===== config.mk =====
export PLATFORM = sky130hd
export DESIGN_NAME = pkt_stim_gen
export DESIGN_NICKNAME = d
export VERILOG_FILES = /design/src/rtl/stim_pkg.sv /design/src/rtl/prbs9_src.sv /design/src/rtl/line_coder.sv /design/src/rtl/edge_offset.sv /design/src/rtl/pkt_stim_gen.sv
export SDC_FILE = /design/constraint.sdc
export NUM_CORES = 1
export LEC_CHECK = 0
export BUFFER_PORTS_ARGS = -buffer_cell sky130_fd_sc_hd__buf_2
export CORE_MARGIN = 2
export CORE_UTILIZATION = 25
export CTS_BUF_LIST = sky130_fd_sc_hd__clkbuf_8
export DETAILED_ROUTE_END_ITERATION = 12
export GPL_ROUTABILITY_DRIVEN = 0
export PLACE_DENSITY = 0.46
export SYNTH_ARGS = -nofsm -noshare
export SYNTH_HDL_FRONTEND = slang
export SYNTH_SLANG_ARGS = --single-unit

===== constraint.sdc =====
create_clock -name clk -period 6.4 [get_ports clk]
set_input_delay 1.92 -clock clk [delete_from_list [all_inputs] [get_ports clk]]
set_output_delay 1.92 -clock clk [all_outputs]
set_load 0.01 [all_outputs]

===== src/rtl/stim_pkg.sv =====
package stim_pkg;
    typedef enum logic [1:0] {
        ST_IDLE,
        ST_SOT,
        ST_PAY,
        ST_EOT
    } stim_state_t;
endpackage


===== src/rtl/prbs9_src.sv =====
module prbs9_src #(
    parameter int OUT_LSB = 8,
    parameter int OUT_W   = 1
) (
    input  logic             clk,
    input  logic             rst_n,
    input  logic             load,
    input  logic [8:0]       seed,
    input  logic             step,
    output logic [OUT_W-1:0] tap_o
);
    logic [8:0] st_q;

    always_ff @(posedge clk or negedge rst_n) begin
        if (!rst_n)
            st_q <= 9'h001;
        else if (load)
            st_q <= (seed == 9'h000) ? 9'h001 : seed;
        else if (step)
            st_q <= {st_q[7:0], st_q[8] ^ st_q[4]};
    end

    assign tap_o = st_q[OUT_LSB +: OUT_W];


    lfsr_nonzero_chk: assert property (@(posedge clk) disable iff (!rst_n)
        st_q != 9'h000);
endmodule


===== src/rtl/line_coder.sv =====
module line_coder (
    input  logic bit_i,
    input  logic miller,
    input  logic lvl_i,
    input  logic prev_i,
    output logic h0_o,
    output logic h1_o
);
    always_comb begin
        if (!miller) begin
            h0_o = bit_i;
            h1_o = ~bit_i;
        end else if (bit_i) begin
            h0_o = lvl_i;
            h1_o = ~lvl_i;
        end else if (!prev_i) begin
            h0_o = ~lvl_i;
            h1_o = ~lvl_i;
        end else begin
            h0_o = lvl_i;
            h1_o = lvl_i;
        end
    end
endmodule


===== src/rtl/edge_offset.sv =====
module edge_offset #(
    parameter int HW = 8
) (
    input  logic [HW-1:0]        half_len,
    input  logic [HW-1:0]        bias,
    input  logic [3:0]           jit,
    input  logic                 jit_en,
    output logic signed [HW+1:0] off_o
);
    logic signed [HW+1:0] hl_s, lim, sum;

    always_comb begin
        hl_s = $signed({2'b00, half_len});
        lim  = (half_len == '0) ? '0 : hl_s - 1;
        sum  = $signed({{2{bias[HW-1]}}, bias});
        if (jit_en)
            sum = sum + $signed({{(HW-2){jit[3]}}, jit});
        if (sum > lim)
            off_o = lim;
        else if (sum < -lim)
            off_o = -lim;
        else
            off_o = sum;
    end
endmodule


===== src/rtl/pkt_stim_gen.sv =====
module pkt_stim_gen
    import stim_pkg::*;
#(
    parameter int TAG_BITS = 8,
    parameter int PAY_BITS = 8,
    parameter int HW       = 8,
    parameter int NPW      = 8
) (
    input  logic                clk,
    input  logic                rst_n,
    input  logic                start_i,
    input  logic                miller_i,
    input  logic                prbs_i,
    input  logic [8:0]          seed_i,
    input  logic [PAY_BITS-1:0] pattern_i,
    input  logic [TAG_BITS-1:0] sot_tag_i,
    input  logic [TAG_BITS-1:0] eot_tag_i,
    input  logic [NPW-1:0]      pkt_count_i,
    input  logic [HW-1:0]       half_len_i,
    input  logic [HW-1:0]       bias_i,
    input  logic                jitter_en_i,
    output logic                line_o,
    output logic                trig_o,
    output logic                busy_o,
    output logic                pkt_done_o,
    output logic                msg_done_o
);
    localparam int TW = (TAG_BITS > 1) ? $clog2(TAG_BITS) : 1;
    localparam int PW = (PAY_BITS > 1) ? $clog2(PAY_BITS) : 1;
    localparam int CW = HW + 1;

    stim_state_t st, st_nx;

    logic [TW-1:0]        tidx;
    logic [PW-1:0]        pidx, fetch_idx;
    logic [CW-1:0]        cnt, full_len, first_len, second_len;
    logic [NPW-1:0]       left;
    logic                 half_q, h1_q, mil_lvl, mil_prev;
    logic                 line_q, trig_q, pkt_q, msg_q;
    logic signed [HW+1:0] off, off_q, hl_s, len_a, len_b;
    logic                 accept, seg_end, tag_last, pay_last, fetch;
    logic                 data_bit, h0, h1, lvl_in, prev_in;
    logic [0:0]           dat_tap;
    logic [3:0]           jit_tap;
    logic [TAG_BITS-1:0]  sot_rev, eot_rev;
    logic [PAY_BITS-1:0]  pat_rev;

    // Bit-reverse tags and pattern so transmit order is ascending index.
    for (genvar g = 0; g < TAG_BITS; g++) begin : g_tag_rev
        assign sot_rev[g] = sot_tag_i[TAG_BITS-1-g];
        assign eot_rev[g] = eot_tag_i[TAG_BITS-1-g];
    end
    for (genvar g = 0; g < PAY_BITS; g++) begin : g_pat_rev
        assign pat_rev[g] = pattern_i[PAY_BITS-1-g];
    end

    assign accept   = (st == ST_IDLE) && start_i && (pkt_count_i != '0);
    assign seg_end  = (st != ST_IDLE) && (cnt == '0);
    assign tag_last = (tidx == TW'(TAG_BITS-1));
    assign pay_last = (pidx == PW'(PAY_BITS-1));
    assign fetch    = seg_end && (((st == ST_SOT) && tag_last) ||
                                  ((st == ST_PAY) && half_q && !pay_last));
    assign fetch_idx = (st == ST_SOT) ? '0 : pidx + 1'b1;
    assign data_bit  = prbs_i ? dat_tap[0] : pat_rev[fetch_idx];
    assign lvl_in    = (st == ST_SOT) ? sot_tag_i[0] : mil_lvl;
    assign prev_in   = (st == ST_SOT) ? 1'b1 : mil_prev;

    assign hl_s       = $signed({2'b00, half_len_i});
    assign len_a      = hl_s + off - 1;
    assign len_b      = hl_s - off_q - 1;
    assign first_len  = len_a[CW-1:0];
    assign second_len = len_b[CW-1:0];
    assign full_len   = {half_len_i, 1'b0} - 1'b1;

    prbs9_src #(.OUT_LSB(8), .OUT_W(1)) u_data (
        .clk(clk), .rst_n(rst_n), .load(accept), .seed(seed_i),
        .step(fetch && prbs_i), .tap_o(dat_tap)
    );

    prbs9_src #(.OUT_LSB(0), .OUT_W(4)) u_jit (
        .clk(clk), .rst_n(rst_n), .load(accept), .seed(~seed_i),
        .step(fetch), .tap_o(jit_tap)
    );

    line_coder u_coder (
        .bit_i(data_bit), .miller(miller_i), .lvl_i(lvl_in),
        .prev_i(prev_in), .h0_o(h0), .h1_o(h1)
    );

    edge_offset #(.HW(HW)) u_off (
        .half_len(half_len_i), .bias(bias_i), .jit(jit_tap),
        .jit_en(jitter_en_i), .off_o(off)
    );

    // Next-state logic
    always_comb begin
        st_nx = st;
        unique case (st)
            ST_IDLE: if (accept) st_nx = ST_SOT;
            ST_SOT:  if (seg_end && tag_last) st_nx = ST_PAY;
            ST_PAY:  if (seg_end && half_q && pay_last) st_nx = ST_EOT;
            ST_EOT:  if (seg_end && tag_last)
                         st_nx = (left == NPW'(1)) ? ST_IDLE : ST_SOT;
            default: st_nx = ST_IDLE;
        endcase
    end

    // State register
    always_ff @(posedge clk or negedge rst_n) begin
        if (!rst_n) st <= ST_IDLE;
        else        st <= st_nx;
    end

    // Datapath and outputs
    always_ff @(posedge clk or negedge rst_n) begin
        if (!rst_n) begin
            tidx <= '0; pidx <= '0; cnt <= '0; left <= '0;
            half_q <= 1'b0; h1_q <= 1'b0; off_q <= '0;
            mil_lvl <= 1'b0; mil_prev <= 1'b1;
            line_q <= 1'b0; trig_q <= 1'b0; pkt_q <= 1'b0; msg_q <= 1'b0;
        end else begin
            trig_q <= 1'b0;
            pkt_q  <= 1'b0;
            msg_q  <= 1'b0;
            if (accept) begin
                left   <= pkt_count_i;
                tidx   <= '0;
                cnt    <= full_len;
                line_q <= sot_rev[0];
                trig_q <= 1'b1;
            end else if (st != ST_IDLE) begin
                if (cnt != '0) begin
                    cnt <= cnt - 1'b1;
                end else if (fetch) begin
                    line_q   <= h0;
                    h1_q     <= h1;
                    off_q    <= off;
                    cnt      <= first_len;
                    half_q   <= 1'b0;
                    pidx     <= fetch_idx;
                    mil_lvl  <= h1;
                    mil_prev <= data_bit;
                end else begin
                    unique case (st)
                        ST_SOT: begin
                            tidx   <= tidx + 1'b1;
                            line_q <= sot_rev[tidx + 1'b1];
                            cnt    <= full_len;
                        end
                        ST_PAY: begin
                            if (!half_q) begin
                                line_q <= h1_q;
                                half_q <= 1'b1;
                                cnt    <= second_len;
                            end else begin
                                tidx   <= '0;
                                line_q <= eot_rev[0];
                                cnt    <= full_len;
                            end
                        end
                        ST_EOT: begin
                            if (!tag_last) begin
                                tidx   <= tidx + 1'b1;
                                line_q <= eot_rev[tidx + 1'b1];
                                cnt    <= full_len;
                            end else begin
                                pkt_q <= 1'b1;
                                if (left == NPW'(1)) begin
                                    line_q <= 1'b0;
                                    msg_q  <= 1'b1;
                                end else begin
                                    left   <= left - 1'b1;
                                    tidx   <= '0;
                                    line_q <= sot_rev[0];
                                    cnt    <= full_len;
                                end
                            end
                        end
                        default: ;
                    endcase
                end
            end
        end
    end

    assign line_o     = line_q;
    assign trig_o     = trig_q;
    assign busy_o     = (st != ST_IDLE);
    assign pkt_done_o = pkt_q;
    assign msg_done_o = msg_q;


    idle_line_low_chk: assert property (@(posedge clk) disable iff (!rst_n)
        !busy_o |-> !line_o);

    trig_when_busy_chk: assert property (@(posedge clk) disable iff (!rst_n)
        trig_o |-> busy_o);

    no_retrigger_chk: assert property (@(posedge clk) disable iff (!rst_n)
        (busy_o && start_i) |=> !trig_o);

    msg_with_pkt_chk: assert property (@(posedge clk) disable iff (!rst_n)
        msg_done_o |-> (pkt_done_o && !busy_o));

    skew_bound_chk: assert property (@(posedge clk) disable iff (!rst_n)
        ((st == ST_PAY) && (half_len_i != '0)) |-> ((off_q < hl_s) && (off_q > -hl_s)));
endmodule


==> metrics.cfg, run 1 <==
[global_route]
grtUsageTotal_pct=14.99
use_met1_pct=22.59
grt_pass1_wl_mm=29.30
met3_usage_pct=2.548
grt_overflow=0
grt_pass1_vias=5660
antenna_found_initial=0
grt_start_max_net_pins=60
grtUsageMet2_pct=21.94
busiest_layer=met1

[power_and_ir_drop]
swShare_pct=37.20
power_leakage_nw=3.627
p_switching_mw=0.6886
internal-power_mw=1.162
peakVddDrop_uv=109.4
p_total_mw=1.851
powerDensity_nw_per_um2=236.8
clkPwrFrac_pct=23.6
seqPwrFrac_pct=25.2
combPwrFrac_pct=51.1

[placed_design]
io_buffers=67
dp.cells=1149
hpwlAfterDp_mm=14.12
post-place-ws_ps=-1026

[critical_path]
crit_top_cell=ha_4
regToRegStartpoint=u_jit.st_q[0]$_DFFE_PN1P_
crit_required_ps=6680
crit_path_end_kind=register
cp_data_arrival_time_ps=7220
cpPeakStageDelay_ps=380
path_max_fanout=7
r2r_end=cnt[8]$_DFFE_PN0P_
start_kind=primary input
path_class=in2reg
r2r_slack_ps=870
reg2reg_depth=27
cpMaxStageDelayCell=or3b_4

[yosys]
ys_types=78
synth_fp_nets=852
synth_edf_count=0
synthCells=723
synth_warnings=0
synth_top_area_share_pct=24.15
synth.area.top_cells=dfrtp_1 (24%), ha_1 (14%), nand2_1 (5.5%), o21ai_0 (4.7%), a21oi_1 (4.2%)
postSynth.asyncResetShare_pct=100.0
yosysTopAreaCell=dfrtp_1
yosysSeqAreaShare_pct=25.51
synthTopCellsByCount=nand2_1 (85), nor2_1 (64), ha_1 (63), dfrtp_1 (56), o21ai_0 (54)
avgSynthCellArea_um2=8.025
synth.most_common_cell=nand2_1
synth_ff_type=dfrtp_1
synth.cell_area_um2=5802
ys_ff_latch=59

[drt]
drt_drc_violations_left=0
vias_per_cell=4.957
drtAntennaViolNets=0
drtIter0Drc=311
wl_per_cell_um=15.44
vias=5839
dr.pass1.iters=5
wl_mm=18.19

[timing]
rsz0062_at_grt=true
period_needed_ps=6939
worst_slack_ps=-538.6
relSlewSlack_pct=40.12
final.setup.tns_ps=-2792
hold_ws_ps=472.0
skew_ps=12.03
timing.fmax_mhz=144.1
fin_crit_sh_pct=108.4
setup_viol=7
worstMarginPinSlew_ps=892.2
slew_viol_final=0
finalHoldViolations=0

[clocking]
cts-hold-fix-buffers=0
clk_pin_slew_ps=70
clkSinkCount=59
cts_tree=done
cts_buffers=9
ctsHtreeMaxLevel=3
clk_latency_ps=350
cts-root-buf=clkbuf_8
cts_max_path_buffers=2

[min_path]
hold_path.class=reg2reg
holdPathEnd=pidx[2]$_DFFE_PN0P_
worstHoldStart=pidx[2]$_DFFE_PN0P_
min_path_cells=2

[layout]
finalNonFillerCells=1178
drive_gt1_share_pct=31.80
diodes=0
syn_to_final_growth_pct=34.74
nNetsFinal=1017

[status]
violations=setup timing
status=finished, violations left

[floorplan]
num_io_pins=68
start_util_pct=25.55
die_h_um=156.3
die_x_um=156.3
rows=55
fp.dieArea_um2=24440
coreArea_um2=22710

[run]
cap_violations=0

flip-flops by register name, summed over array words and instances, names as in the netlist:
signal       cells
cnt              9
off_q            9
u_data.st_q      9
u_jit.st_q       9
left             8
pidx             3
tidx             3
st               2
half_q           1
line_o           1
mil_lvl          1
mil_prev         1
msg_done_o       1
pkt_done_o       1
trig_o           1
cells by family after synthesis:
| family | count (synthesis) | synth area share (%) |
|---|---|---|
| XOR/XNOR | 31 | 4.680 |
| buffers and inverters | 86 | 5.930 |
| multiplexers | 17 | 4.184 |
| AO/OA/AOI/OAI | 218 | 24.80 |
| flip-flops | 59 | 25.51 |
| adder cells (fa/ha/maj) | 66 | 14.62 |
| AND/OR/NAND/NOR | 246 | 20.27 |
metrics by stage:
| stage | cell area, µm² | utilization [%] |
|---|---|---|
| after global routing | 7818 | 34.42 |
| after detailed placement | 7297 | 32.13 |
| after floorplan | 5982 | - |
| final | 7818 | 34.42 |
| after CTS | 7716 | 33.98 |
| after global placement | 7297 | 32.13 |
power groups by stage:
stage | registers, mW | logic (mW) | clock network (mW)
after global routing | 0.473 | 1.05 | 0.465
after detailed placement | 0.470 | 0.827 | 0
after CTS | 0.465 | 0.889 | 0.450
after global placement | 0.472 | 0.831 | 0
after floorplan | 0.459 | 0.536 | 0
final | 0.467 | 0.946 | 0.438
worst max-delay path by stage:
stage          slack, ps           from                 end  cells after the start
3_5_place_dp       -1030  half_len_i[1]  cnt[7]$_DFFE_PN0P_                     33
5_1_grt             -860  half_len_i[0]  cnt[8]$_DFFE_PN0P_                     32
2_1_floorplan       -760  half_len_i[0]  cnt[7]$_DFFE_PN0P_                     33
3_3_place_gp        -930  half_len_i[1]  cnt[7]$_DFFE_PN0P_                     33
4_1_cts             -420  half_len_i[0]  cnt[6]$_DFFE_PN0P_                     31
6_report            -540  half_len_i[0]  cnt[8]$_DFFE_PN0P_                     32
worst max-delay path: cells and delay by family:
kind	cells	cell delay, ps
adders and majority gates	5	950
AOI/OAI and AO/OA	9	1660
xor gates and xnor gates	1	180
and+or+nand+nor	13	2240
buffers and inverters	4	250
metal layers:
metal  vias to the layer above  wire (µm)
li1                       2968          -
met1                      2747       9388
met2                       107       7753
met3                        17        800
met4                         0        242
met5                         -          0
cells in the final DEF (no fill, tap or decap), drive strengths merged, types with 4 or more instances in the layout:
| master | count |
|---|---|
| nor3b | 4 |
| a31oi | 14 |
| a2bb2oi | 4 |
| nand2b | 7 |
| mux2 | 8 |
| nor4 | 9 |
| nand4 | 5 |
| a22oi | 7 |
| ha | 63 |
| a221o | 7 |
| mux2i | 4 |
| nand2 | 85 |
| nand3 | 14 |
| dfrtp | 56 |
| buf | 185 |
| xnor2 | 20 |
| nor2 | 69 |
| o211ai | 11 |
| or4 | 4 |
| xor2 | 11 |
| nor3 | 22 |
| nor2b | 8 |
| o22ai | 4 |
| o21ai | 62 |
| clkinv | 4 |
| a21o | 6 |
| clkbuf | 10 |
| inv | 54 |
| o31ai | 9 |
| o21a | 5 |
| a211oi | 10 |
| mux4 | 5 |
| a21oi | 49 |
cell type report:
class	count	area (µm²)
Multi-Input combinational cell	578	4269
Clock buffer	10	137.6
Inverter	55	216.5
Clock inverter	6	112.6
Tap cell	285	356.6
Sequential cell	59	1480
Timing Repair Buffer	185	1245
Fill cell	2375	14890
timing repair:
action                     in CTS  in global routing
setup endpoints to repair       7                  8
gates resized for setup        24                 16
pin swaps                      21                  9
buffers inserted               12                  6
Power figures use the tool's default switching activity.
==> run 2: changes to the inputs <==
--- a/config.mk
+++ b/config.mk
@@ -12,6 +12,7 @@
 export DETAILED_ROUTE_END_ITERATION = 12
 export GPL_ROUTABILITY_DRIVEN = 0
 export PLACE_DENSITY = 0.46
+export SKIP_LAST_GASP = 1
 export SYNTH_ARGS = -nofsm -noshare
 export SYNTH_HDL_FRONTEND = slang
 export SYNTH_SLANG_ARGS = --single-unit
==> run 2 against run 1 <==
Net effect:
- the flow still finishes with violations (setup timing)
- fmax is 0.65% higher
- hold slack worse by 0.98 ps
- routed wire length is 0.16% lower
==> metrics.cfg, run 2 (synthesized netlist as in run 1, its figures left out) <==
[timing]
finalHoldViolations=0
slew_viol_final=0
period_needed_ps=6894
timing.fmax_mhz=145.1
hold_ws_ps=471.0
relSlewSlack_pct=39.89
worstMarginPinSlew_ps=895.6
fin_crit_sh_pct=107.7
rsz0062_at_grt=true
setup_viol=7
worst_slack_ps=-494.0
skew_ps=10.63

[clocking]
cts-root-buf=clkbuf_8
clkSinkCount=59
ctsHtreeMaxLevel=3
cts_max_path_buffers=2
cts_tree=done
cts_buffers=9
clk_latency_ps=350
clk_pin_slew_ps=70

[critical_path]
crit_top_cell=ha_4
start_kind=primary input
cpMaxStageDelayCell=or3b_4
crit_path_end_kind=register
crit_required_ps=6680
path_max_fanout=7
cp_data_arrival_time_ps=7180
cpPeakStageDelay_ps=380
path_class=in2reg

[power_and_ir_drop]
power_leakage_nw=3.624
powerDensity_nw_per_um2=234.9
peakVddDrop_uv=104.0

[placed_design]
io_buffers=67
dp.cells=1149
post-place-ws_ps=-1026
hpwlAfterDp_mm=14.12

[floorplan]
num_io_pins=68
start_util_pct=25.55
fp.dieArea_um2=24440
rows=55
die_h_um=156.3
coreArea_um2=22710
die_x_um=156.3

[layout]
nNetsFinal=1017
fillCellCount=2379
register_area_um2=1480
final_common_cell=buf_4
diodes=0
syn_to_final_growth_pct=34.48
postLayoutCoreUtil_pct=34.36
final_cell_mix=buf_4 (117), nand2_1 (85), buf_2 (65)
finalNonFillerCells=1178
multi_input_area_um2=4258
drive_gt1_share_pct=31.80

[global_route]
antenna_found_initial=0
grtUsageTotal_pct=14.99
grt_start_max_net_pins=60
grt_pass1_wl_mm=29.30
grt_overflow=0
grt_pass1_vias=5660

[drt]
vias_per_cell=4.975
dr.pass1.iters=5
drtIter0Drc=370
drtAntennaViolNets=0
vias=5860
drt_drc_violations_left=0
wl_per_cell_um=15.41
wl_mm=18.16

[status]
status=finished, violations left
violations=setup timing

[min_path]
hold_path.class=reg2reg

[run]
cap_violations=0

run 2: cell counts in the layout (fill, tap and decap cells not counted):
No cell type changed its count.
run 2: critical path: cells and delay by family:
family	cells	cell delay, ps
AND/OR/NAND/NOR	13	2200
AO/OA/AOI/OAI	9	1650
adder cells (fa/ha/maj)	5	950
buffers and inverters	4	250
XOR/XNOR	1	180
run 2: final cells by class:
| type | count | share of cell area, % |
|---|---|---|
| clock inverter | 6 | 1.443 |
| clock buffer | 10 | 1.764 |
| inverter | 55 | 2.774 |
| multi-input combinational | 578 | 54.57 |
| timing repair buffer | 185 | 15.91 |
| sequential | 59 | 18.97 |
| tap | 285 | 4.570 |
run 2: path summary, 6_finish.rpt:
| path | cells after the start | slack, ps | start | end |
|---|---|---|---|---|
| hold reg to reg | 2 | 470 | pidx[2]$_DFFE_PN0P_ | pidx[2]$_DFFE_PN0P_ |
| max in group asynchronous | 2 | 4120 | rst_n | half_q$_DFFE_PN0P_ |
| hold / removal | 2 | 470 | pidx[2]$_DFFE_PN0P_ | pidx[2]$_DFFE_PN0P_ |
| min in group asynchronous | 2 | 1740 | rst_n | left[2]$_DFFE_PN0P_ |
| setup reg to reg | 27 | 940 | u_jit.st_q[0]$_DFFE_PN1P_ | cnt[8]$_DFFE_PN0P_ |
| setup / recovery | 32 | -490 | half_len_i[0] | cnt[8]$_DFFE_PN0P_ |
run 2: where the power goes:
part	switching [mW]	total [mW]	internal (mW)
Sequential	0.0493	0.467	0.418
Combinational	0.463	0.929	0.467
Clock	0.166	0.436	0.270
Total	0.678	1.83	1.15
run 2: what timing repair did:
action                                  in CTS  in global routing
endpoints found under the setup margin       7                  8
hold buffers                                 0                  0
gates cloned                                 0                  0
pin swaps                                   20                  9
buffers inserted                            12                  6
gates resized for setup                     24                 13
run 2: per-layer routing:
layer | wire length, µm | part of all wire (%) | global-route usage, %
met4 | 244 | 1.3 | 3.801
met3 | 766 | 4.2 | 2.548
met1 | 9488 | 52 | 22.59
met5 | 0 | 0 | 0
met2 | 7656 | 42 | 21.94
run 2: stage by stage:
step                cell area [µm²]  setup TNS (ps)  total power, mW
floorplan                      5982           -4301           0.9951
global placement               7297           -6147            1.302
detailed placement             7297           -6826            1.298
CTS                            7716           -2158            1.804
global route                   7802           -4854            1.969
finish                         7802           -2721            1.833
